==> src/rtl/tcr_pkg.sv <==
package tcr_pkg;

  localparam logic [1:0] ENC_OP0     = 2'b11;
  localparam logic [3:0] ENC_CRN     = 4'b1110;
  localparam logic [2:0] ENC_OP2     = 3'b010;
  localparam logic [2:0] ENC_HYP_OP1 = 3'b100;
  localparam logic [3:0] ENC_HYP_CRM = 4'b0100;
  localparam logic [2:0] ENC_E0_OP1  = 3'b011;
  localparam logic [3:0] ENC_E0_CRM  = 4'b0011;

  typedef enum logic [2:0] {
    OC_NONE  = 3'd0,
    OC_UNDEF = 3'd1,
    OC_TRAP  = 3'd2,
    OC_MEM   = 3'd3,
    OC_REG   = 3'd4
  } outcome_e;

  typedef enum logic [1:0] {
    SEL_E0   = 2'd0,
    SEL_HSEC = 2'd1,
    SEL_HNS  = 2'd2
  } sel_e;

  typedef struct packed {
    logic el3_present;
    logic ns_state;
    logic sec_hyp_en;
    logic hyp_en;
    logic host_ext;
    logic host_route;
    logic nest_v;
    logic nest_v1;
    logic nest_v2;
    logic k_vt_en;
    logic h_vt_en;
    logic el1_a32;
    logic hyp_a32;
  } cfg_t;

endpackage

==> src/rtl/tcr_decode.sv <==
module tcr_decode
  import tcr_pkg::*;
(
  input  logic       valid,
  input  logic [1:0] op0,
  input  logic [2:0] op1,
  input  logic [3:0] crn,
  input  logic [3:0] crm,
  input  logic [2:0] op2,
  output logic       hit_hyp,
  output logic       hit_e0
);
  logic common;

  assign common  = valid && (op0 == ENC_OP0) && (crn == ENC_CRN) && (op2 == ENC_OP2);
  assign hit_hyp = common && (op1 == ENC_HYP_OP1) && (crm == ENC_HYP_CRM);
  assign hit_e0  = common && (op1 == ENC_E0_OP1) && (crm == ENC_E0_CRM);
endmodule

==> src/rtl/tcr_policy.sv <==
module tcr_policy
  import tcr_pkg::*;
(
  input  logic [1:0] el,
  input  logic       hit_hyp,
  input  logic       hit_e0,
  input  cfg_t       c,
  output outcome_e   oc,
  output logic       to_hyp,
  output sel_e       sel
);
  logic host;
  logic host64;
  logic hyp64;
  logic nest_all;
  sel_e hyp_pick;

  assign host     = c.host_ext && c.host_route;
  assign hyp64    = c.hyp_en && !c.hyp_a32;
  assign host64   = hyp64 && host;
  assign nest_all = c.nest_v && c.nest_v1 && c.nest_v2;
  assign hyp_pick = c.ns_state ? SEL_HNS : SEL_HSEC;

  always_comb begin
    oc     = OC_NONE;
    to_hyp = 1'b0;
    sel    = SEL_E0;
    if (hit_hyp) begin
      unique case (el)
        2'd0: oc = OC_UNDEF;
        2'd1: begin
          if (c.el3_present && c.ns_state) begin
            oc = OC_UNDEF;
          end else if (c.hyp_en && c.nest_v) begin
            oc     = OC_TRAP;
            to_hyp = 1'b1;
          end else begin
            oc = OC_UNDEF;
          end
        end
        2'd2: begin
          if (c.el3_present && c.ns_state) begin
            oc = OC_UNDEF;
          end else begin
            oc  = OC_REG;
            sel = SEL_HSEC;
          end
        end
        default: begin
          if (!c.sec_hyp_en) begin
            oc = OC_UNDEF;
          end else begin
            oc  = OC_REG;
            sel = SEL_HSEC;
          end
        end
      endcase
    end else if (hit_e0) begin
      unique case (el)
        2'd0: begin
          if (!c.el1_a32 && !(c.hyp_en && host) && !c.k_vt_en) begin
            oc     = OC_TRAP;
            to_hyp = hyp64 && c.host_route;
          end else if (host64 && !c.h_vt_en) begin
            oc     = OC_TRAP;
            to_hyp = 1'b1;
          end else if (host64) begin
            oc  = OC_REG;
            sel = hyp_pick;
          end else begin
            oc = OC_REG;
          end
        end
        2'd1: begin
          if (hyp64 && nest_all) oc = OC_MEM;
          else                   oc = OC_REG;
        end
        2'd2: begin
          oc  = OC_REG;
          sel = c.host_ext ? hyp_pick : SEL_E0;
        end
        default: oc = OC_REG;
      endcase
    end
  end
endmodule

==> src/rtl/tcr_regs.sv <==
module tcr_regs #(
  parameter int DATA_W   = 64,
  parameter int NUM_REGS = 3,
  localparam int SEL_W   = (NUM_REGS > 1) ? $clog2(NUM_REGS) : 1
) (
  input  logic              clk,
  input  logic              rst,
  input  logic              we,
  input  logic [SEL_W-1:0]  wsel,
  input  logic [DATA_W-1:0] wdata,
  input  logic [SEL_W-1:0]  rsel,
  output logic [DATA_W-1:0] rdata
);
  logic [DATA_W-1:0] bank [NUM_REGS];

  for (genvar i = 0; i < NUM_REGS; i++) begin : g_reg
    always_ff @(posedge clk) begin
      if (rst) begin
        bank[i] <= '0;
      end else if (we && (wsel == SEL_W'(i))) begin
        bank[i] <= wdata;
      end
    end
  end

  always_comb begin
    rdata = '0;
    for (int i = 0; i < NUM_REGS; i++) begin
      if (rsel == SEL_W'(i)) rdata = bank[i];
    end
  end

  // an enabled write is visible in the chosen register one edge later
  p_write_lands_r12: assert property (@(posedge clk) disable iff (rst)
    (we && (int'(wsel) < NUM_REGS)) |=> bank[$past(wsel)] == $past(wdata));

  // reset leaves the first register cleared
  p_reset_clear_r13: assert property (@(posedge clk)
    rst |=> bank[0] == '0);
endmodule

==> src/rtl/tmr_cmp_router.sv <==
module tmr_cmp_router
  import tcr_pkg::*;
#(
  parameter int          DATA_W   = 64,
  parameter int          NUM_REGS = 3,
  parameter int          OFF_W    = 12,
  parameter int          EC_W     = 6,
  parameter logic [11:0] MEM_OFF  = 12'h168,
  parameter logic [5:0]  TRAP_EC  = 6'h18,
  localparam int         SEL_W    = 2
) (
  input  logic              clk,
  input  logic              rst,
  input  logic              req_valid,
  input  logic              req_write,
  input  logic [1:0]        req_op0,
  input  logic [2:0]        req_op1,
  input  logic [3:0]        req_crn,
  input  logic [3:0]        req_crm,
  input  logic [2:0]        req_op2,
  input  logic [DATA_W-1:0] req_wdata,
  input  logic [1:0]        cur_el,
  input  logic              el3_present,
  input  logic              ns_state,
  input  logic              sec_hyp_en,
  input  logic              hyp_en,
  input  logic              host_ext,
  input  logic              host_route,
  input  logic              nest_v,
  input  logic              nest_v1,
  input  logic              nest_v2,
  input  logic              k_vt_en,
  input  logic              h_vt_en,
  input  logic              el1_a32,
  input  logic              hyp_a32,
  output logic              out_undef,
  output logic              out_trap,
  output logic              trap_to_hyp,
  output logic [EC_W-1:0]   trap_class,
  output logic              out_mem,
  output logic [OFF_W-1:0]  mem_offset,
  output logic              mem_write,
  output logic [DATA_W-1:0] mem_wdata,
  output logic              out_reg,
  output logic [SEL_W-1:0]  reg_sel,
  output logic [DATA_W-1:0] rdata
);
  cfg_t              cfg;
  logic              hit_hyp;
  logic              hit_e0;
  outcome_e          oc;
  logic              to_hyp;
  sel_e              sel;
  logic [DATA_W-1:0] bank_rdata;

  assign cfg = '{el3_present: el3_present, ns_state: ns_state, sec_hyp_en: sec_hyp_en,
                 hyp_en: hyp_en, host_ext: host_ext, host_route: host_route,
                 nest_v: nest_v, nest_v1: nest_v1, nest_v2: nest_v2,
                 k_vt_en: k_vt_en, h_vt_en: h_vt_en, el1_a32: el1_a32, hyp_a32: hyp_a32};

  tcr_decode u_dec (
    .valid   (req_valid),
    .op0     (req_op0),
    .op1     (req_op1),
    .crn     (req_crn),
    .crm     (req_crm),
    .op2     (req_op2),
    .hit_hyp (hit_hyp),
    .hit_e0  (hit_e0)
  );

  tcr_policy u_pol (
    .el      (cur_el),
    .hit_hyp (hit_hyp),
    .hit_e0  (hit_e0),
    .c       (cfg),
    .oc      (oc),
    .to_hyp  (to_hyp),
    .sel     (sel)
  );

  tcr_regs #(.DATA_W(DATA_W), .NUM_REGS(NUM_REGS)) u_regs (
    .clk   (clk),
    .rst   (rst),
    .we    (out_reg && req_write),
    .wsel  (SEL_W'(sel)),
    .wdata (req_wdata),
    .rsel  (SEL_W'(sel)),
    .rdata (bank_rdata)
  );

  assign out_undef   = (oc == OC_UNDEF);
  assign out_trap    = (oc == OC_TRAP);
  assign out_mem     = (oc == OC_MEM);
  assign out_reg     = (oc == OC_REG);
  assign trap_to_hyp = out_trap && to_hyp;
  assign trap_class  = out_trap ? EC_W'(TRAP_EC) : '0;
  assign mem_offset  = out_mem ? OFF_W'(MEM_OFF) : '0;
  assign mem_write   = out_mem && req_write;
  assign mem_wdata   = out_mem ? req_wdata : '0;
  assign reg_sel     = out_reg ? SEL_W'(sel) : '0;
  assign rdata       = (out_reg && !req_write) ? bank_rdata : '0;

  // outcomes are mutually exclusive
  p_one_outcome_r2: assert property (@(posedge clk) disable iff (rst)
    $onehot0({out_undef, out_trap, out_mem, out_reg}));

  // no outcome without a request
  p_idle_quiet_r2: assert property (@(posedge clk) disable iff (rst)
    !req_valid |-> !(out_undef || out_trap || out_mem || out_reg));

  // EL0 never reaches the secure hypervisor encoding
  p_el0_hyp_undef_r3: assert property (@(posedge clk) disable iff (rst)
    (hit_hyp && cur_el == 2'd0) |-> out_undef);

  // EL1 never reaches a register or memory through the secure hypervisor encoding
  p_el1_hyp_blocked_r4: assert property (@(posedge clk) disable iff (rst)
    (hit_hyp && cur_el == 2'd1) |-> (out_undef || (out_trap && trap_to_hyp)));

  // EL3 on the EL0 encoding lands on select 0
  p_el3_e0_reg_r11: assert property (@(posedge clk) disable iff (rst)
    (hit_e0 && cur_el == 2'd3) |-> (out_reg && reg_sel == 2'd0));
endmodule

==> config.mk <==
export PLATFORM = sky130hd
export DESIGN_NAME = tmr_cmp_router
export DESIGN_NICKNAME = d
export VERILOG_FILES = /design/src/rtl/tcr_pkg.sv /design/src/rtl/tcr_decode.sv /design/src/rtl/tcr_policy.sv /design/src/rtl/tcr_regs.sv /design/src/rtl/tmr_cmp_router.sv
export SDC_FILE = /design/constraint.sdc
export NUM_CORES = 1
export LEC_CHECK = 0
export ABC_CLOCK_PERIOD_IN_PS = 4300
export BUFFER_PORTS_ARGS = -buffer_cell sky130_fd_sc_hd__buf_2
export CAP_MARGIN = 10
export CORE_MARGIN = 3
export CORE_UTILIZATION = 45
export DETAILED_ROUTE_END_ITERATION = 8
export PLACE_DENSITY_LB_ADDON = 0.15
export SLEW_MARGIN = 20
export SYNTH_ARGS = -nofsm -noshare
export SYNTH_HDL_FRONTEND = slang
export SYNTH_SLANG_ARGS = --single-unit
==> constraint.sdc <==
create_clock -name clk -period 4.3 [get_ports clk]
set_clock_uncertainty 0.2 [all_clocks]
set_input_delay 0.215 -clock clk [delete_from_list [all_inputs] [get_ports clk]]
set_output_delay 0.215 -clock clk [all_outputs]
set_load 0.02 [all_outputs]
=== Word level (Yosys, flattened, before mapping) ===
Memory sizes are Yosys's and may differ from the RTL's.
Index checks and enable logic that the tools add are counted.

* Muxes and demuxes: 52
* Equal/unequal tests: 15
* Bitwise gates (word level): 3
* Reduce and logical (&&, ||, !) cells: 36

{| class="wikitable"
|+ Operators with widths
! operator !! count
|-
| 64-bit 2-to-1 mux || 8
|-
| 1-bit logical AND || 27
|-
| 3-bit 2-to-1 mux || 8
|-
| 1-bit 2-to-1 mux || 21
|-
| 2-bit 2-to-1 mux || 9
|-
| 3-bit by 2-bit equality test with 1-bit output (second input constant) || 4
|-
| 9-bit 2-to-1 mux || 1
|-
| 3-bit one-hot mux with 3 select lines || 1
|-
| 2-bit one-hot mux with 2 select lines || 2
|-
| 2-bit equality test (second input constant) || 3
|-
| 3-bit equality test (second input constant) || 2
|-
| 1-bit zero test || 6
|-
| 3-bit one-hot mux with 2 select lines || 1
|-
| 5-bit 2-to-1 mux || 1
|-
| 2-bit by 1-bit equality test with 1-bit output (second input constant) || 2
|-
| 4-bit by 2-bit equality test with 1-bit output (second input constant) || 1
|-
| 4-bit by 3-bit equality test with 1-bit output (second input constant) || 1
|-
| 4-bit equality test (second input constant) || 1
|-
| 2-bit zero test || 2
|-
| 3-bit by 1-bit equality test with 1-bit output (second input constant) || 1
|-
| 1-bit bitwise OR || 3
|-
| 2-bit OR reduction || 1
|}

* Input bits: 99
* Bits in registers: 0
* Word-level logic and storage cells: 107
* Memories kept: 1
* Memory bits (writable): 192
* Output and inout port bits: 154

{| class="wikitable"
|+ Memory list
! memory !! depth !! bits a word !! rd ports !! clocked after memory_dff !! wr ports !! line !! RTL
|-
| u_regs.bank || 3 || 64 || 3 || 0 || 3 || tcr_regs.sv:14 || <nowiki>logic [DATA_W-1:0] bank [NUM_REGS];</nowiki>
|}

=== Depth between registers and ports, before layout ===
* Word-level depth: 16
* Mapped depth: 9

=== Hierarchy ===
Synthesis repeated with hierarchy kept, for this count alone.

* Cells, all modules: 847
* Area, all modules: 10030.9 sq um

{| class="wikitable"
|+ By module, submodules not included
! module !! cells an instance !! area each (sq um) !! times used
|-
| tcr_regs || 640 || 8588.2 || 1
|-
| tmr_cmp_router || 170 || 1157.4 || 1
|-
| tcr_policy || 29 || 201.4 || 1
|-
| tcr_decode || 8 || 83.8 || 1
|}

=== Worst setup path after synthesis ===
OpenSTA, ideal clock, no wires.

* Kind: input-to-reg
* From: in req_op2[0]
* To: mem u_regs.bank[2][0], enable pin
* Arrival time: 3211 ps
* Stages on the path: 7
* Setup slack: 456 ps
* Path buffers: 1
* Cell sequence: or3b_4 -> nor4_4 -> nand2_1 -> inv_2 -> nand2_1 -> clkbuf_1 -> nand2b_1

{| class="wikitable"
|+ RTL lines
! item !! line !! RTL
|-
| from (decl) || tmr_cmp_router.sv:20 || <nowiki>input logic [2:0] req_op2,</nowiki>
|-
| to (decl) || tcr_regs.sv:14 ||
|}

=== Final worst setup path ===
* From: in req_op2[0]
* To: out rdata[0]

* Longest elaborated chain between the ends: 11
* Elaborated cells on any way between the ends: 19
* Those cells by class: eq/ne (4); mux (8); reduce/logical (7)

{| class="wikitable"
|+ Ends and longest elaborated chain
! item !! line !! RTL
|-
| 3-bit by 2-bit equality test with 1-bit output * || tcr_decode.sv:15 || <nowiki>assign common = valid && (op0 == ENC_OP0) && (crn == ENC_CRN) && (op2 == ENC_OP2);</nowiki>
|-
| 1-bit logical AND * || tcr_decode.sv:15 ||
|-
| 1-bit logical AND (2 in a row) || tcr_decode.sv:17 || <nowiki>assign hit_e0 = common && (op1 == ENC_E0_OP1) && (crm == ENC_E0_CRM);</nowiki>
|-
| 2-bit 2-to-1 mux || tcr_policy.sv:58 || <nowiki>end else if (hit_e0) begin</nowiki>
|-
| 2-bit 2-to-1 mux || tcr_policy.sv:28 || <nowiki>if (hit_hyp) begin</nowiki>
|-
| 2-bit zero test || tcr_regs.sv:29 || <nowiki>if (rsel == SEL_W'(i)) rdata = bank[i];</nowiki>
|-
| 64-bit 2-to-1 mux (3 in a row) || tcr_regs.sv:29 ||
|-
| 64-bit 2-to-1 mux * || tmr_cmp_router.sv:102 || <nowiki>assign rdata = (out_reg && !req_write) ? bank_rdata : '0;</nowiki>
|-
| to (decl) || tmr_cmp_router.sv:46 || <nowiki>output logic [DATA_W-1:0] rdata</nowiki>
|}

Mark *: on every way between the ends. The rest lies on a longest branch, timed or not.

==> flow_metrics.tcl <==
set metrics [dict create \
    status "finished clean" \
    final_cell_mix "nor2_1 (249), buf_2 (240), edfxtp_1 (192)" \
    slew_headroom 0.306 \
    endpoint_kind "output port" \
    grt.overflow.total 0 \
    die_w_um 153 \
    synth_cells 862 \
    layout_commonest_cell "nor2_1" \
    placed_cell_area_mm2 0.0111 \
    start_kind "primary input" \
    multiInputGateArea_mm2 0.00363 \
    final.period_utilization 0.804 \
    hold_class "in2reg" \
    cts_resized 0 \
    ys.warnings.count 0 \
    die_h_um 153 \
    grt_pass1_wl_mm 38.4 \
    finalCriticalPeriod_ps 3460 \
    async_reset_ff_frac 0 \
    largest_reg_flops 192 \
    antenna_cells 0 \
    regArea_mm2 0.00577 \
    synth-main-ff-cell "edfxtp_1" \
    synth_edf_count 192 \
    synth.area.top_cells "edfxtp_1 (59%), nor2_1 (9.6%), mux2i_1 (5.5%)" \
    ant_nets 0 \
    required_ps 3880 \
    cts_tree "done" \
    grt_usage 0.207 \
    first_global_vias 7252 \
    viasPerCell 5.11 \
    numCtsBuffers 17 \
    p_per_area_mw_per_mm2 322 \
    portBuffers 240 \
    drc 0 \
    syn_area_mm2 0.00974 \
    fmaxAchievable_mhz 289 \
    std_cell_rows 53 \
    avgSynthCellArea_um2 11.3 \
    setup_tns_ps 0 \
    synth.distinct_cells 46 \
    finalNetCount 1225 \
    drive_above_1_share 0.295 \
    ir_worst_vdd_mv 0.242 \
    antenna_found_initial 0 \
    fin_area_mm2 0.0123 \
    route.vias.total 7223 \
    wl_mm 24.5 \
    area_delta_synth_final_pct 26.1 \
    htree_levels 4 \
    top_regs "u_regs.bank (192)" \
    dieArea_mm2 0.0234 \
    hpwl_mm 13.8 \
    path_clk_slew_ps 60 \
    wire_per_inst_um 17.3 \
    initial_utilization 0.460 \
    setup_viol 0 \
    ios 253 \
    finalWeightedCongestion 0.774 \
    core_area_mm2 0.0212 \
    grt_start_max_net_pins 109 \
    finalHoldViolCount 0 \
    rsz0062_at_grt "false" \
    drtIter0Drc 391 \
    cts-root-buf "clkbuf_16" \
    slew_violations 0 \
    critPathKind "in2out" \
    leakagePower_nw 4.76 \
    yosysSeqAreaShare 0.592 \
    worstMarginPinSlew_ps 1040 \
    fillers 1806 \
    top_register "u_regs.bank" \
    yosysTopAreaCell "edfxtp_1" \
    clockBufferDepth 2 \
    arrival_ps 3040 \
    drt_pass1_iterations 4 \
    cts_sinks 192 \
    synth-seq-cells 192 \
    max_cap_violations 0 \
    synth_top_area_frac 0.592 \
    crit_fanout 42 \
]
## cell type report
type	instances	share of cell area
Multi-Input combinational cell	597	0.296
Clock inverter	12	0.0111
Tap cell	275	0.0280
Timing Repair Buffer	316	0.160
Sequential cell	192	0.469
Clock buffer	19	0.0352
Inverter	2	0.000611
## power breakdown
group | leakage (nW) | internal, mW | switching [mW]
clock | 0.270 | 0.858 | 0.679
sequential | 1.82 | 2.15 | 0.0232
combinational | 2.67 | 0.110 | 0.141
total | 4.76 | 3.11 | 0.843
## logic make-up after synthesis
logic type,count (synthesis),share of synthesized area
AND/OR/NAND/NOR,438,0.216
other,1,0.000385
AO/OA/AOI/OAI,93,0.0899
buffers and inverters,84,0.0460
multiplexers,54,0.0555
flip-flops,192,0.592
## metrics by stage
step	power, mW	util	setup WS, ps	instances	hold WS [ps]
floorplan	2.33	-	456	873	265
global placement	2.41	0.524	881	1319	376
detailed placement	2.42	0.524	826	1319	381
CTS	3.98	0.581	827	1413	10.3
global route	4.08	0.581	773	1413	22.1
finish	3.96	0.581	843	1413	25.8
## worst paths after layout
kind,from,to,cells past startpoint
setup / recovery,req_op2[0],rdata[0],8
hold / removal,req_wdata[51],u_regs.bank[1][51]$_SDFFCE_PN0P_,3
## routing by layer
metal / part of all wire / track usage / vias to the layer above
met2: 0.51 / 0.364 / 226
met4: 0.014 / 0.0526 / 0
met1: 0.43 / 0.262 / 3473
met5: 0 / 0 / -
met3: 0.054 / 0.0405 / 21
li1: - / - / 3503
## what timing repair did
item / in CTS / in global routing
buffers inserted: 0 / 0
hold buffers: 63 / 0
endpoints found under the hold margin: 188 / 0
## Yosys cell counts, types with 9 or more instances
| cell | number |
|---|---|
| nor2_1 | 249 |
| edfxtp_1 | 192 |
| nand2b_1 | 69 |
| and2_1 | 65 |
| mux2i_1 | 54 |
| a211oi_2 | 39 |
| clkbuf_1 | 37 |
| buf_4 | 20 |
| nand2_1 | 20 |
| buf_2 | 16 |
| a211oi_1 | 15 |
| o21ai_0 | 11 |
| a21o_1 | 9 |
| a21oi_1 | 9 |
| nand3_1 | 9 |
## critical path, cell delays in order
cell	delay (ps)
buf_2	100
or3b_4	410
or3_1	470
nor3_1	510
o21bai_4	370
buf_12	310
a211oi_1	360
buf_2	250
(Power assumes the default switching activity.)
